### src/rtl/evt_wait_pkg.sv
package evt_wait_pkg;
    typedef enum logic [1:0] {
        EW_RAW  = 2'b00,
        EW_MASK = 2'b01,
        EW_DIFF = 2'b10,
        EW_ALT  = 2'b11
    } ew_mode_e;
endpackage

### src/rtl/evt_sync.sv
module evt_sync #(
    parameter int W = 64
) (
    input  logic         clk,
    input  logic         rst_n,
    input  logic [W-1:0] d_i,
    output logic [W-1:0] q_o
);
    typedef struct packed {
        logic [W-1:0] meta;
        logic [W-1:0] stable;
    } sync_t;

    sync_t s_d, s_q;

    always_comb begin
        s_d        = s_q;
        s_d.meta   = d_i;
        s_d.stable = s_q.meta;
    end

    always_ff @(posedge clk or negedge rst_n) begin
        if (!rst_n) s_q <= '0;
        else        s_q <= s_d;
    end

    assign q_o = s_q.stable;
endmodule

### src/rtl/evt_combine.sv
module evt_combine
    import evt_wait_pkg::*;
#(
    parameter int DW     = 4,
    parameter int NPORTS = 16,
    localparam int SEL_W = (NPORTS > 1) ? $clog2(NPORTS) : 1
) (
    input  logic [NPORTS*DW-1:0] ports_i,
    input  logic [SEL_W-1:0]     sel_i,
    input  ew_mode_e             mode_i,
    input  logic [DW-1:0]        acc_i,
    output logic [DW-1:0]        raw_o,
    output logic [DW-1:0]        comb_o,
    output logic                 hit_o
);
    logic [DW-1:0] slice [NPORTS];

    for (genvar g = 0; g < NPORTS; g++) begin : g_slice
        assign slice[g] = ports_i[g*DW +: DW];
    end

    always_comb begin
        raw_o = '0;
        for (int i = 0; i < NPORTS; i++) begin
            if (SEL_W'(i) == sel_i) raw_o = slice[i];
        end
        unique case (mode_i)
            EW_MASK: comb_o = raw_o & acc_i;
            EW_DIFF: comb_o = raw_o ^ acc_i;
            default: comb_o = raw_o;
        endcase
        hit_o = |comb_o;
    end
endmodule

### src/rtl/evt_wait_unit.sv
module evt_wait_unit
    import evt_wait_pkg::*;
#(
    parameter int DW     = 4,
    parameter int NPORTS = 16,
    localparam int SEL_W = (NPORTS > 1) ? $clog2(NPORTS) : 1,
    localparam int PW    = NPORTS * DW
) (
    input  logic             clk,
    input  logic             rst_n,
    input  logic             start_i,
    input  logic [1:0]       mode_i,
    input  logic [SEL_W-1:0] sel_i,
    input  logic [PW-1:0]    port_i,
    input  logic [DW-1:0]    acc_i,
    output logic             stall_o,
    output logic             acc_we_o,
    output logic [DW-1:0]    acc_wdata_o,
    output logic             b_we_o,
    output logic [DW-1:0]    b_wdata_o,
    output logic             zf_clr_o
);
    typedef struct packed {
        logic             busy;
        ew_mode_e         mode;
        logic [SEL_W-1:0] sel;
        logic [DW-1:0]    acc;
    } ctl_t;

    ctl_t c_d, c_q;

    logic [PW-1:0]    port_sync;
    logic             active;
    ew_mode_e         cur_mode;
    logic [SEL_W-1:0] cur_sel;
    logic [DW-1:0]    cur_acc;
    logic [DW-1:0]    raw_val, comb_val;
    logic             hit;

    evt_sync #(.W(PW)) u_sync (
        .clk   (clk),
        .rst_n (rst_n),
        .d_i   (port_i),
        .q_o   (port_sync)
    );

    evt_combine #(.DW(DW), .NPORTS(NPORTS)) u_comb (
        .ports_i (port_sync),
        .sel_i   (cur_sel),
        .mode_i  (cur_mode),
        .acc_i   (cur_acc),
        .raw_o   (raw_val),
        .comb_o  (comb_val),
        .hit_o   (hit)
    );

    always_comb begin
        active   = start_i || c_q.busy;
        cur_mode = c_q.busy ? c_q.mode : ew_mode_e'(mode_i);
        cur_sel  = c_q.busy ? c_q.sel  : sel_i;
        cur_acc  = c_q.busy ? c_q.acc  : acc_i;

        c_d      = c_q;
        c_d.busy = active && !hit;
        if (!c_q.busy && start_i) begin
            c_d.mode = ew_mode_e'(mode_i);
            c_d.sel  = sel_i;
            c_d.acc  = acc_i;
        end

        stall_o     = active && !hit;
        acc_we_o    = active && hit;
        b_we_o      = active && hit;
        zf_clr_o    = active && hit;
        acc_wdata_o = comb_val;
        b_wdata_o   = raw_val;
    end

    always_ff @(posedge clk or negedge rst_n) begin
        if (!rst_n) c_q <= '0;
        else        c_q <= c_d;
    end


    stall_excl_chk: assert property (@(posedge clk) disable iff (!rst_n)
        !(stall_o && (acc_we_o || b_we_o)));


    stall_origin_chk: assert property (@(posedge clk) disable iff (!rst_n)
        (stall_o && !start_i) |-> $past(stall_o));


    release_strobe_chk: assert property (@(posedge clk) disable iff (!rst_n)
        $fell(stall_o) |-> (acc_we_o && b_we_o && zf_clr_o));


    release_nonzero_chk: assert property (@(posedge clk) disable iff (!rst_n)
        acc_we_o |-> (acc_wdata_o != '0));
endmodule

### config.mk
export PLATFORM = sky130hd
export DESIGN_NAME = evt_wait_unit
export DESIGN_NICKNAME = d
export VERILOG_FILES = /design/src/rtl/evt_wait_pkg.sv /design/src/rtl/evt_sync.sv /design/src/rtl/evt_combine.sv /design/src/rtl/evt_wait_unit.sv
export SDC_FILE = /design/constraint.sdc
export NUM_CORES = 1
export LEC_CHECK = 0
export BUFFER_PORTS_ARGS = -buffer_cell sky130_fd_sc_hd__buf_2
export CORE_MARGIN = 8
export CORE_UTILIZATION = 51
export DETAILED_ROUTE_END_ITERATION = 16
export PLACE_DENSITY_LB_ADDON = 0.15
export SETUP_SLACK_MARGIN = 0.05
export SLEW_MARGIN = 20
export SYNTH_ARGS = -nofsm -noshare
export SYNTH_HDL_FRONTEND = slang
export SYNTH_SLANG_ARGS = --single-unit
### constraint.sdc
create_clock -name clk -period 4.8 [get_ports clk]
set_clock_uncertainty 0.1 [all_clocks]
set_input_delay 0.72 -clock clk [delete_from_list [all_inputs] [get_ports clk]]
set_output_delay 0.72 -clock clk [all_outputs]
set_load 0.005 [all_outputs]
==> Word level (Yosys, flattened, before mapping) <==
Cells that the tools add are included.
{ "totals": {"input_bits": 77, "register_bits": 139, "output_inout_bits": 12, "elab_cells": 53} }
{ "op_classes": {"mux": 20, "reduce_logical": 8, "n_eq_ne": 17, "bitwise": 2} }
{ "ops": {"columns": ["cell", "n"], "rows": [
  ["4-bit 2-to-1 mux", 18],
  ["4-bit == test, first input constant", 8],
  ["3-bit by 4-bit == test with 1-bit output, first input constant", 4],
  ["2-bit by 4-bit == test with 1-bit output, first input constant", 2],
  ["4-bit case mux with 2 select lines", 1],
  ["4-bit AND", 1],
  ["1-bit by 4-bit == test with 1-bit output, first input constant", 1],
  ["4-bit logical NOT", 1],
  ["4-bit OR reduction", 1],
  ["4-bit bitwise XOR", 1],
  ["1-bit logical AND", 3],
  ["2-bit by 1-bit == test with 1-bit output, second input constant", 1],
  ["2-bit == test, second input constant", 1],
  ["1-bit logical NOT", 2],
  ["2-bit 2-to-1 mux", 1],
  ["1-bit logical OR", 1]
]} }

==> Depth between registers and ports, before layout <==
{ "depth": {"depth_word": 23, "depth_mapped": 17, "mapped_depth_nobuf": 13} }

==> By module <==
From an unflattened synthesis, not the netlist that was laid out.
{ "unflattened": {"cells_unflattened": 303, "area_unflattened_um2": 4852.2} }
{ "by_module_without_submodules": {"columns": ["module", "area_each_um2", "instances", "cells_each", "seq_area_each_um2"], "rows": [
  ["evt_sync", 3203.1, 1, 128, 3203.1],
  ["evt_combine", 1052.3, 1, 136, 0.0],
  ["evt_wait_unit", 596.8, 1, 39, 275.3]
]} }

==> Worst setup path before layout <==
No wires, ideal clock.
{ "synth_path": {"path_kind": "input -> output", "from": "input sel_i[0]", "to": "output b_we_o", "arrival_ps": 3472, "stages": 15, "required_time_ps": 3980, "slack_ps": 508, "n_path_buf": 2, "path_cell_list": "clkbuf_1 -> nor3b_1 -> or2_2 -> a221oi_1 -> a221o_1 -> a31oi_1 -> a21o_1 -> ha_1 -> a22oi_1 -> nor2_1 -> nor3_1 -> a32oi_1 -> o21bai_1 -> o32a_1 -> buf_4"} }
{ "synth_between": {"elab_chain_len": 22, "elab_cells_between_ends": 38, "classes_between": "eq/ne: 15; mux: 18; bitwise: 2; reduce/logical: 3"} }
{ "synth_lines": {"columns": ["item", "line_no", "text"], "rows": [
  ["start: declaration", "evt_wait_unit.sv:13", "input logic [SEL_W-1:0] sel_i,"],
  ["4-bit 2-to-1 mux (*)", "evt_wait_unit.sv:60", "cur_sel = c_q.busy ? c_q.sel : sel_i;"],
  ["4-bit logical NOT", "evt_combine.sv:25", "if (SEL_W'(i) == sel_i) raw_o = slice[i];"],
  ["4-bit 2-to-1 mux (15 in series)", "evt_combine.sv:25", null],
  ["4-bit 2-to-1 mux (*)", "evt_combine.sv:25", null],
  ["net b_wdata_o[1]", "evt_wait_unit.sv:20", "output logic [DW-1:0] b_wdata_o,"],
  ["4-bit bitwise XOR or 4-bit AND (tied branches)", "evt_combine.sv:29, evt_combine.sv:28", null],
  ["4-bit case mux with 2 select lines (*)", "evt_combine.sv:27", "unique case (mode_i)"],
  ["net acc_wdata_o[1]", "evt_wait_unit.sv:18", "output logic [DW-1:0] acc_wdata_o,"],
  ["4-bit OR reduction (*)", "evt_combine.sv:32", "hit_o = |comb_o;"],
  ["1-bit logical AND (*)", null, null],
  ["end: declaration", "evt_wait_unit.sv:19", "output logic b_we_o,"]
]} }
The timed path passes the listed nets; every way through them passes the cells marked *.

==> Worst setup path after layout <==
{ "layout_path": {"from": "register c_q[5] in the netlist's numbering", "to": "output zf_clr_o"} }
{ "layout_between": {"elab_chain_len": 22, "elab_cells_between_ends": 38, "classes_between": "eq/ne: 15; mux: 18; bitwise: 2; reduce/logical: 3"} }
{ "layout_lines": {"columns": ["item", "line_no", "text"], "rows": [
  ["start: declaration", "evt_wait_unit.sv:30", "ctl_t c_d, c_q;"],
  ["start signal: assignment", "evt_wait_unit.sv:80", "if (!rst_n) c_q <= '0;"],
  ["start signal: assignment", "evt_wait_unit.sv:81", "else c_q <= c_d;"],
  ["4-bit 2-to-1 mux (*)", "evt_wait_unit.sv:60", null],
  ["4-bit logical NOT", "evt_combine.sv:25", null],
  ["4-bit 2-to-1 mux (15 in series)", "evt_combine.sv:25", null],
  ["4-bit 2-to-1 mux (*)", "evt_combine.sv:25", null],
  ["4-bit bitwise XOR or 4-bit AND (tied branches)", "evt_combine.sv:29, evt_combine.sv:28", null],
  ["4-bit case mux with 2 select lines (*)", "evt_combine.sv:27", null],
  ["4-bit OR reduction (*)", "evt_combine.sv:32", null],
  ["1-bit logical AND (*)", "evt_wait_unit.sv:74", "zf_clr_o = active && hit;"],
  ["end: declaration", "evt_wait_unit.sv:21", "output logic zf_clr_o"]
]} }
Every way passes the cells marked *; elsewhere a longest branch is shown, timed or not.

==> impl_metrics.toml <==
[clocking]
cts_tree = "yes"
numCtsBuffers = 17
cts_hold_buf = 0
cts_buffer_depth = 2
cts_max_level = 4
clk_pin_slew_ns = 0.06
clk_latency_ns = 0.52
clock-sinks = 139
cts_root_buffer = "clkbuf_8"

[die]
die_area_um2 = 13500
die_x_um = 116
start_util_pct = 52.3
core.rowCount = 36
core_um2 = 9770
die_h_um = 116
pin_count = 89

[yosys]
yosysUniqueCellTypes = 60
synth_common_cells = "139 x dfrtp_1, 30 x o21ai_0, 14 x mux2_2, 14 x nor2_1"
ys_seq_area_share_pct = 68.0
ys.flop_type = "dfrtp_1"
synth_nets = 461
synth_edf_count = 0
yosys_register_bits = 139
synth_largest_area_cell = "dfrtp_1"
synth.cell_area_um2 = 5120
synth.most_common_cell = "dfrtp_1"
synth_top_area_share_pct = 68.0
yosys_warnings = 0
syn_avg_cell_area_um2 = 13.5
synth_area_leaders = "dfrtp_1 68%, mux2_2 3.1%, o21ai_0 2.9%"
syn_inst = 378
async_flop_share_pct = 100

[global_route]
grtUsageMet2_pct = 27.9
busiest_layer = "met2"
grt_first_pass_wirelength_mm = 18.9
grt_max_degree = 108
grt_pass1_vias = 3782
grt_usage_pct = 18.8
antenna_found_initial = 0
grt_use_met3_pct = 6.67
grtUsageMet1_pct = 24.3
grt.overflow.total = 0

[detailed_routing]
firstDrtPassIters = 5
drt-total-wl_mm = 12.2
via_count = 3657
drc = 0
drt_iter0_markers = 378
post_drt_wl_per_cell_um = 18.9
ant_nets = 0
via_per_inst = 5.67

[sta]
timing.final.ws_setup_ns = 0.0707
min_period_over_period_pct = 98.5
max_slew_margin_pct = 38.9
final_max_slew_viol_count = 0
hold_viol = 0
max_freq_ghz = 0.211
finalSetupViolCount = 0
tns_ns = 0
tightest_slew_ns = 0.917
period_minus_slack_ns = 4.73

[placed_design]
hpwlAfterDp_mm = 8.07
place_ws_ns = 0.130
gp_congestion = 0.880
io_buffer_count = 88

[critical_path]
worstReg2RegStart = "c_q[10]"
critPathMaxFanout = 9
cp.depth = 15
critPathTopFamily = "compound AO/OA/AOI/OAI gates"
cp.arrival_ns = 3.91
endpoint_kind = "primary output"
crit_type = "register to primary output"
path_buf_inv = 2
rrSetupSlack_ns = 1.45
cp.required_ns = 3.98
start_kind = "register"
reg2reg_to = "c_q[10]"
crit_chain = "buf_4, nand2b_2, o221ai_1, a2bb2oi_4, o22ai_2, a31oi_1, a21o_1, ha_4, a22oi_2, nor2_1, nor3_1, a32oi_1, o21bai_4, o32a_1, buf_2"
critPathMaxStageDelay_ns = 0.47
reg2reg_depth = 13
crit_path_top_delay_cell = "dfrtp_2"

[final_layout]
fill_cells = 698
final_nets = 582
drive_gt1_share_pct = 40.8
area_growth_pct = 30.2
antenna_cells = 0

[min_path]
hp-class = "input port to async pin"

[pwr]
peakVddDrop_v = 0.000378
p_leak_nw = 3.03
power_density_nw_per_um2 = 483

[job]
cap_viol_max_count = 0

[run_status]
status = "completed"
==> flip-flops by register name, summed over array words and instances (netlist names) <==
register / cells
u_sync.q_o: 64
u_sync.s_d: 64
c_q: 11
==> layout make-up <==
class,instances,area (um2),area share (%)
multi-input combinational,207,1680,25.3
inverter,12,45.0,0.676
tap,133,166,2.50
clock inverter,15,153,2.29
sequential,139,3480,52.3
clock buffer,17,414,6.22
timing repair buffer,122,717,10.8
==> through the flow <==
| step | util (%) | instance area, um2 | total power [mW] | std cells | hold WS (ns) |
|---|---|---|---|---|---|
| after floorplan | - | 5120 | 1.65 | 378 | 0.231 |
| after global placement | 58.8 | 5750 | 1.84 | 596 | 0.235 |
| after detailed placement | 58.8 | 5750 | 1.85 | 596 | 0.235 |
| after CTS | 65.6 | 6410 | 3.13 | 634 | 0.181 |
| after global routing | 68.2 | 6660 | 3.37 | 645 | 0.169 |
| final | 68.2 | 6660 | 3.22 | 645 | 0.183 |
==> worst max-delay path by stage <==
stage	startpoint	to
after floorplan	sel_i[0]	b_we_o
after global placement	sel_i[1]	stall_o
after detailed placement	sel_i[1]	stall_o
after CTS	c_q[10]	zf_clr_o
after global routing	c_q[10]	b_we_o
final	c_q[5]	zf_clr_o
==> layer usage <==
layer | routed length [um] | share of wire (%)
met3 | 1120 | 9.2
met4 | 218 | 1.8
met2 | 5790 | 47
met1 | 5090 | 42
met5 | 0 | 0
==> cell usage in the layout, fill, tap and decap left out, types with 9 or more instances in the layout <==
cell type	instances
nor2_1	14
buf_2	86
nor3_1	9
mux2_2	14
clkbuf_16	16
inv_1	11
buf_4	29
o211ai_1	11
dfrtp_1	136
o21ai_0	24
==> kinds of logic after synthesis <==
| family | Yosys count | synth area share, % |
|---|---|---|
| flip-flops | 139 | 68.0 |
| AO/OA/AOI/OAI | 110 | 15.6 |
| AND/OR/NAND/NOR | 71 | 7.73 |
| buffers and inverters | 32 | 3.01 |
| multiplexers | 20 | 4.26 |
| adder cells (fa/ha/maj) | 6 | 1.47 |
==> where the power goes <==
part / internal (mW) / switching [mW]
Clock: 0.706 / 0.522
Sequential: 1.25 / 0.0528
Combinational: 0.314 / 0.369
Total: 2.27 / 0.943
==> timing repair <==
action	4_1_cts	5_1_grt
resized for setup	14	38
setup buffers	6	11
pin swaps	2	26
endpoints found under the setup margin	4	4
(Power assumes the default switching activity.)
